--- config.mk ---
export PLATFORM = sky130hd
export DESIGN_NAME = psr_read_seq
export DESIGN_NICKNAME = d
export VERILOG_FILES = /design/src/rtl/psr_pkg.sv /design/src/rtl/psr_step_fsm.sv /design/src/rtl/psr_coarse_store.sv /design/src/rtl/psr_region_merge.sv /design/src/rtl/psr_read_seq.sv
export SDC_FILE = /design/constraint.sdc
export NUM_CORES = 1
export LEC_CHECK = 0
export BUFFER_PORTS_ARGS = -buffer_cell sky130_fd_sc_hd__buf_4
export CAP_MARGIN = 0
export CORE_MARGIN = 2
export CORE_UTILIZATION = 35
export DETAILED_ROUTE_END_ITERATION = 7
export PLACE_DENSITY_LB_ADDON = 0.1
export SLEW_MARGIN = 20
export SYNTH_ARGS = -nofsm -noshare
export SYNTH_HDL_FRONTEND = slang
export SYNTH_SLANG_ARGS = --single-unit
--- constraint.sdc ---
create_clock -name clk -period 2.28 [get_ports clk]
set_input_delay 0.228 -clock clk [delete_from_list [all_inputs] [get_ports clk]]
set_output_delay 0.228 -clock clk [all_outputs]
set_load 0.02 [all_outputs]
--- src/rtl/psr_pkg.sv ---
package psr_pkg;
  localparam int HARD_REGIONS = 4;
  localparam int SOFT_REGIONS = 7;
  localparam int HR_W  = $clog2(HARD_REGIONS);
  localparam int SR_W  = $clog2(SOFT_REGIONS);
  localparam int OFF_W = 2;

  localparam logic [OFF_W-1:0] OFF_LOW  = 2'b01;
  localparam logic [OFF_W-1:0] OFF_HIGH = 2'b10;

  typedef enum logic [2:0] {
    ST_IDLE,
    ST_SENSE_HARD,
    ST_DEC_HARD,
    ST_SENSE_SOFT,
    ST_DEC_SOFT,
    ST_DONE
  } psr_state_e;
endpackage

--- src/rtl/psr_step_fsm.sv ---
module psr_step_fsm
  import psr_pkg::*;
#(
  parameter int PAGE_W = 12
) (
  input  logic              clk,
  input  logic              rst_n,
  input  logic              req_valid,
  input  logic [PAGE_W-1:0] req_page,
  output logic              req_ready,
  output logic              sense_valid,
  input  logic              sense_ready,
  output logic              sense_level,
  output logic [PAGE_W-1:0] sense_page,
  input  logic              sense_done,
  output logic              dec_start,
  output logic              dec_level,
  input  logic              dec_pass,
  input  logic              dec_fail,
  output logic              read_done,
  output logic              read_fail,
  output logic [1:0]        read_step,
  output logic [1:0]        step_cnt,
  output logic              cap_hard,
  output logic              cap_soft
);
  psr_state_e        state;
  logic              issued;
  logic              started;
  logic              fail_q;
  logic [PAGE_W-1:0] page_q;
  logic [1:0]        steps_q;
  logic [1:0]        res_step_q;

  logic in_sense, in_dec, cmd_fire, sense_end, verdict_ok;

  // Decoded views of the state register.
  always_comb begin
    in_sense   = (state == ST_SENSE_HARD) || (state == ST_SENSE_SOFT);
    in_dec     = (state == ST_DEC_HARD) || (state == ST_DEC_SOFT);
    cmd_fire   = sense_valid && sense_ready;
    sense_end  = in_sense && issued && sense_done;
    verdict_ok = in_dec && started;
  end

  always_ff @(posedge clk) begin
    if (!rst_n) begin
      state      <= ST_IDLE;
      issued     <= 1'b0;
      started    <= 1'b0;
      fail_q     <= 1'b0;
      page_q     <= '0;
      steps_q    <= '0;
      res_step_q <= '0;
    end else begin
      unique case (state)
        ST_IDLE: begin
          if (req_valid) begin
            page_q  <= req_page;
            steps_q <= '0;
            issued  <= 1'b0;
            state   <= ST_SENSE_HARD;
          end
        end
        ST_SENSE_HARD, ST_SENSE_SOFT: begin
          if (cmd_fire) begin
            issued  <= 1'b1;
            steps_q <= steps_q + 2'd1;
          end
          if (sense_end) begin
            issued  <= 1'b0;
            started <= 1'b0;
            state   <= (state == ST_SENSE_HARD) ? ST_DEC_HARD : ST_DEC_SOFT;
          end
        end
        ST_DEC_HARD, ST_DEC_SOFT: begin
          if (!started) begin
            started <= 1'b1;
          end else if (dec_pass) begin
            res_step_q <= (state == ST_DEC_HARD) ? 2'd1 : 2'd2;
            fail_q     <= 1'b0;
            state      <= ST_DONE;
          end else if (dec_fail) begin
            if (state == ST_DEC_HARD) begin
              state <= ST_SENSE_SOFT;
            end else begin
              res_step_q <= 2'd0;
              fail_q     <= 1'b1;
              state      <= ST_DONE;
            end
          end
        end
        ST_DONE: state <= ST_IDLE;
        default: state <= ST_IDLE;
      endcase
    end
  end

  always_comb begin
    req_ready   = (state == ST_IDLE);
    sense_valid = in_sense && !issued;
    sense_level = (state == ST_SENSE_SOFT);
    sense_page  = page_q;
    dec_start   = in_dec && !started;
    dec_level   = (state == ST_DEC_SOFT);
    read_done   = (state == ST_DONE) && !fail_q;
    read_fail   = (state == ST_DONE) && fail_q;
    read_step   = res_step_q;
    step_cnt    = steps_q;
    cap_hard    = sense_end && (state == ST_SENSE_HARD);
    cap_soft    = sense_end && (state == ST_SENSE_SOFT);
  end

  // The verdict qualifier is kept as a named signal for readability.
  logic unused_ok;
  assign unused_ok = verdict_ok;
endmodule

--- src/rtl/psr_coarse_store.sv ---
module psr_coarse_store
  import psr_pkg::*;
#(
  parameter int CELLS = 4
) (
  input  logic                   clk,
  input  logic                   rst_n,
  input  logic                   cap_hard,
  input  logic                   cap_soft,
  input  logic [CELLS*HR_W-1:0]  sense_data,
  output logic [CELLS*HR_W-1:0]  hard_regions,
  output logic [CELLS*OFF_W-1:0] soft_offsets
);
  // Coarse regions survive the whole soft pass; offsets overwrite only on pass two.
  always_ff @(posedge clk) begin
    if (!rst_n) begin
      hard_regions <= '0;
      soft_offsets <= '0;
    end else begin
      if (cap_hard) hard_regions <= sense_data;
      if (cap_soft) soft_offsets <= sense_data;
    end
  end
endmodule

--- src/rtl/psr_region_merge.sv ---
module psr_region_merge
  import psr_pkg::*;
#(
  parameter int CELLS = 4
) (
  input  logic [CELLS*HR_W-1:0]  hard_regions,
  input  logic [CELLS*OFF_W-1:0] soft_offsets,
  input  logic                   use_soft,
  output logic [CELLS*SR_W-1:0]  regions
);
  localparam logic [HR_W-1:0] H_TOP = HR_W'(HARD_REGIONS - 1);
  localparam logic [SR_W-1:0] S_TOP = SR_W'(SOFT_REGIONS - 1);

  for (genvar i = 0; i < CELLS; i++) begin : g_cell
    logic [HR_W-1:0]  h;
    logic [OFF_W-1:0] o;
    logic [SR_W-1:0]  center, fine, coarse;

    always_comb begin
      h      = hard_regions[i*HR_W +: HR_W];
      o      = soft_offsets[i*OFF_W +: OFF_W];
      center = {h, 1'b0};
      coarse = SR_W'(h);
      if (o == OFF_LOW)
        fine = (h == '0) ? '0 : center - SR_W'(1);
      else if (o == OFF_HIGH)
        fine = (h == H_TOP) ? S_TOP : center + SR_W'(1);
      else
        fine = center;
      regions[i*SR_W +: SR_W] = use_soft ? fine : coarse;
    end
  end
endmodule

--- src/rtl/psr_read_seq.sv ---
module psr_read_seq
  import psr_pkg::*;
#(
  parameter int CELLS  = 4,
  parameter int PAGE_W = 12
) (
  input  logic                  clk,
  input  logic                  rst_n,
  input  logic                  req_valid,
  output logic                  req_ready,
  input  logic [PAGE_W-1:0]     req_page,
  output logic                  sense_valid,
  input  logic                  sense_ready,
  output logic                  sense_level,
  output logic [PAGE_W-1:0]     sense_page,
  input  logic                  sense_done,
  input  logic [CELLS*2-1:0]    sense_data,
  output logic                  dec_start,
  output logic                  dec_level,
  output logic [CELLS*3-1:0]    dec_data,
  input  logic                  dec_pass,
  input  logic                  dec_fail,
  output logic                  read_done,
  output logic                  read_fail,
  output logic [1:0]            read_step,
  output logic [1:0]            step_cnt
);
  localparam int HW = CELLS * HR_W;
  localparam int OW = CELLS * OFF_W;

  logic          cap_hard, cap_soft;
  logic [HW-1:0] hard_regions;
  logic [OW-1:0] soft_offsets;

  psr_step_fsm #(.PAGE_W(PAGE_W)) u_fsm (
    .clk(clk), .rst_n(rst_n),
    .req_valid(req_valid), .req_page(req_page), .req_ready(req_ready),
    .sense_valid(sense_valid), .sense_ready(sense_ready),
    .sense_level(sense_level), .sense_page(sense_page),
    .sense_done(sense_done),
    .dec_start(dec_start), .dec_level(dec_level),
    .dec_pass(dec_pass), .dec_fail(dec_fail),
    .read_done(read_done), .read_fail(read_fail),
    .read_step(read_step), .step_cnt(step_cnt),
    .cap_hard(cap_hard), .cap_soft(cap_soft)
  );

  psr_coarse_store #(.CELLS(CELLS)) u_store (
    .clk(clk), .rst_n(rst_n),
    .cap_hard(cap_hard), .cap_soft(cap_soft),
    .sense_data(sense_data),
    .hard_regions(hard_regions), .soft_offsets(soft_offsets)
  );

  psr_region_merge #(.CELLS(CELLS)) u_merge (
    .hard_regions(hard_regions), .soft_offsets(soft_offsets),
    .use_soft(dec_level), .regions(dec_data)
  );
endmodule

==> flow_metrics.env <==
export IMPL_postCtsResizedCells=0
export IMPL_drt_first_iter_violations=88
export IMPL_cts_hold_repair_buffers=0
export IMPL_critical_path_required_time_ns=2.05
export IMPL_synth_most_common_cell="nand2_1"
export IMPL_post_route_min_period_ns=2.04
export IMPL_hold_class="primary input to flip-flop"
export IMPL_proportion_of_layout_cells_with_a_drive_suffix_above_1_pct=26.4
export IMPL_filler_cell_count=489
export IMPL_wire_length_of_the_first_global_routing_pass_um=6830
export IMPL_ys_dominant_reg_cell="dfxtp_1"
export IMPL_drt_first_pass_iters=4
export IMPL_syn2layout_area_growth_pct=34.3
export IMPL_post_cts_setup_buffers=0
export IMPL_final_design_area_no_fill_um2=2370
export IMPL_synth_yosys_seq_area_share_pct=43.0
export IMPL_worst_hold_startpoint="req_page[9]"
export IMPL_slew_limit_fails=0
export IMPL_skew_ns=0.00788
export IMPL_port_bufs=61
export IMPL_fmax_mhz=491
export IMPL_grt_remaining_overflow=0
export IMPL_detail_route_vias_per_cell=4.69
export IMPL_critical_path_class="flip-flop to output pin"
export IMPL_power_per_cell_area_nw_per_um2=608
export IMPL_synthesis_instances=238
export IMPL_gpl_final_weighted_congestion=0.793
export IMPL_clockBufferDepth=2
export IMPL_postSynthAreaPerCell_um2=7.43
export IMPL_core_area_um2=4790
export IMPL_grt_start_max_net_pins=32
export IMPL_synth_area_um2=1770
export IMPL_core_rowCount=25
export IMPL_htreeDepth=2
export IMPL_grt_pass1_vias=1540
export IMPL_finalNetCount=322
export IMPL_vdd_ir_drop_max_v=0.000436
export IMPL_final_setup_worst_slack_ns=0.245
export IMPL_worst_slew_pin_tran_ns=0.497
export IMPL_route_detailed_drc=0
export IMPL_fp_dieArea_um2=5640
export IMPL_timing_max_slew_rel_slack_pct=66.7
export IMPL_report_final_setup_viol=0
export IMPL_finalHoldViolCount=0
export IMPL_routedWlPerCell_um=11.3
export IMPL_cts_tree="built"
export IMPL_worst_skew_pair_late_latency_ns=0.29
export IMPL_worst_r2r_startpoint="u_fsm.state[0]$_SDFFE_PN0P_"
export IMPL_max_cap_violations=0
export IMPL_globalRouteTotalUtil_pct=15.6
export IMPL_dp_hpwl_um=2880
export IMPL_arrival_time_at_the_worst_endpoint_ns=1.81
export IMPL_layout_worst_path_cycle_share_pct=89.3
export IMPL_fin_tns_setup_ns=0
export IMPL_critical_path_startpoint_type="flip-flop"
export IMPL_detailed_place_area_um2=2260
export IMPL_boundaryPins=62
export IMPL_die_x_um=75.1
export IMPL_tightest_hold_margin_ns=0.180
export IMPL_die_h_um=75.1
export IMPL_initial_utilization_pct=36.9
export IMPL_synth_cell_type_count=37
export IMPL_timing_startpoint_of_the_critical_path="u_fsm.state[1]$_SDFFE_PN0P_"
export IMPL_ys_async_sr_fraction_pct=0
export IMPL_insertedDiodeCount=0
export IMPL_antenna_left=0
export IMPL_reg2reg_slack_ns=0.62
export IMPL_synth_area_top_cells="dfxtp_1 43%, nand2_1 11%, a21oi_1 7.4%"
export IMPL_p_leak_nw=0.956
export IMPL_synth_edff_count=0
export IMPL_setup_repair_after_global_routing_missed_its_margin="false"
export IMPL_synth_nets=265
export IMPL_ys_warnings_count=0
export IMPL_routed_wirelength_um=4080
export IMPL_synthDominantAreaCellType="dfxtp_1"
export IMPL_antenna_violations_before_repair=0
export IMPL_clkSlewWorstSetupHoldPaths_ns=0.07
export IMPL_outcome="complete, no violations"
export IMPL_cts_inserted_buffers=5
export IMPL_commonest_cells_in_the_netlist="54 x nand2_1, 38 x dfxtp_1, 26 x a21oi_1"
export IMPL_crit_path_max_fanout=22
export IMPL_vias=1698
export IMPL_clock_tree_root_buffer_cell="clkbuf_8"
export IMPL_crit_path_end_kind="output pin"
export IMPL_synth_top_cell_area_share_pct=43.0
export IMPL_ys_seq_elements=38
export IMPL_dpl_worst_slack_ns=0.555
export IMPL_numClockSinks=38
cells in the final DEF (no fill, tap or decap), types with 2 or more instances in the layout:
| master | count |
|---|---|
| a221oi_1 | 3 |
| o21ai_0 | 21 |
| nor2b_1 | 2 |
| a21oi_1 | 26 |
| o21ai_1 | 8 |
| nand3b_1 | 2 |
| dfxtp_1 | 38 |
| or3_1 | 2 |
| nor2_1 | 14 |
| nand2_1 | 54 |
| buf_4 | 64 |
| nand3_1 | 22 |
| inv_1 | 5 |
| nor3_1 | 3 |
| clkbuf_8 | 6 |
| nand2b_1 | 6 |
area by class of cell:
| type | instances | area [µm²] | area share, % |
|---|---|---|---|
| Multi-Input combinational cell | 180 | 915 | 38.5 |
| Sequential cell | 38 | 761 | 32.0 |
| Timing Repair Buffer | 64 | 480 | 20.2 |
| Tap cell | 67 | 83.8 | 3.53 |
| Clock buffer | 6 | 82.6 | 3.48 |
| Clock inverter | 1 | 30.0 | 1.26 |
| Inverter | 6 | 22.5 | 0.948 |
power breakdown:
group / internal (mW) / leakage [nW] / switching [mW]
logic: 0.0799 / 0.591 / 0.0928
clock network: 0.350 / 0.0573 / 0.223
registers: 0.682 / 0.308 / 0.0154
logic make-up (layout without fill, tap and decap cells):
kind of cell / count (synthesis) / count (layout) / share of synthesized area, %
XOR/XNOR: 1 / 1 / 0.495
buffers and inverters: 20 / 77 / 5.24
AO/OA/AOI/OAI: 62 / 62 / 19.0
flip-flops: 38 / 38 / 43.0
AND/OR/NAND/NOR: 117 / 117 / 32.2
critical path, cell delays in order (launching register included):
cell and delay (ns):
dfxtp_1 0.59, nor3b_2 0.08, buf_4 0.22, nand2_1 0.08, o21ai_0 0.08, a221oi_1 0.29, buf_4 0.19
through the flow:
step / power, mW / util (%) / instances
final: 1.44 / 49.6 / 362
after global routing: 1.51 / 49.6 / 362
after CTS: 1.47 / 49.6 / 362
after detailed placement: 0.888 / 47.3 / 355
after global placement: 0.889 / 47.3 / 355
after floorplan: 0.803 / - / 238
state kept, by name (all words and copies together), names as in the netlist:
name and flops:
u_fsm.step_cnt 2, u_fsm.state 3, u_fsm.sense_page 12, u_store.hard_regions 8, u_fsm.read_step 2, u_fsm.started 1
u_store.soft_offsets 8, u_fsm.fail_q 1, u_fsm.issued 1
path summary, 6_finish.rpt:
check / end / cells past startpoint
worst max-delay path: dec_data[0] / 6
worst min-delay path: u_fsm.sense_page[9]$_SDFFE_PN0P_ / 3
worst max register to register: u_store.soft_offsets[2]$_SDFFE_PN0P_ / 5
worst min register to register: u_fsm.sense_page[3]$_SDFFE_PN0P_ / 2
layer usage:
layer  global-route usage, %  share of wire [%]
met5                       0                  0
met4                    6.55                1.5
met3                    4.42                5.9
met2                    24.7                 43
met1                    20.1                 50
No activity file was read; power rests on OpenSTA's default activity.
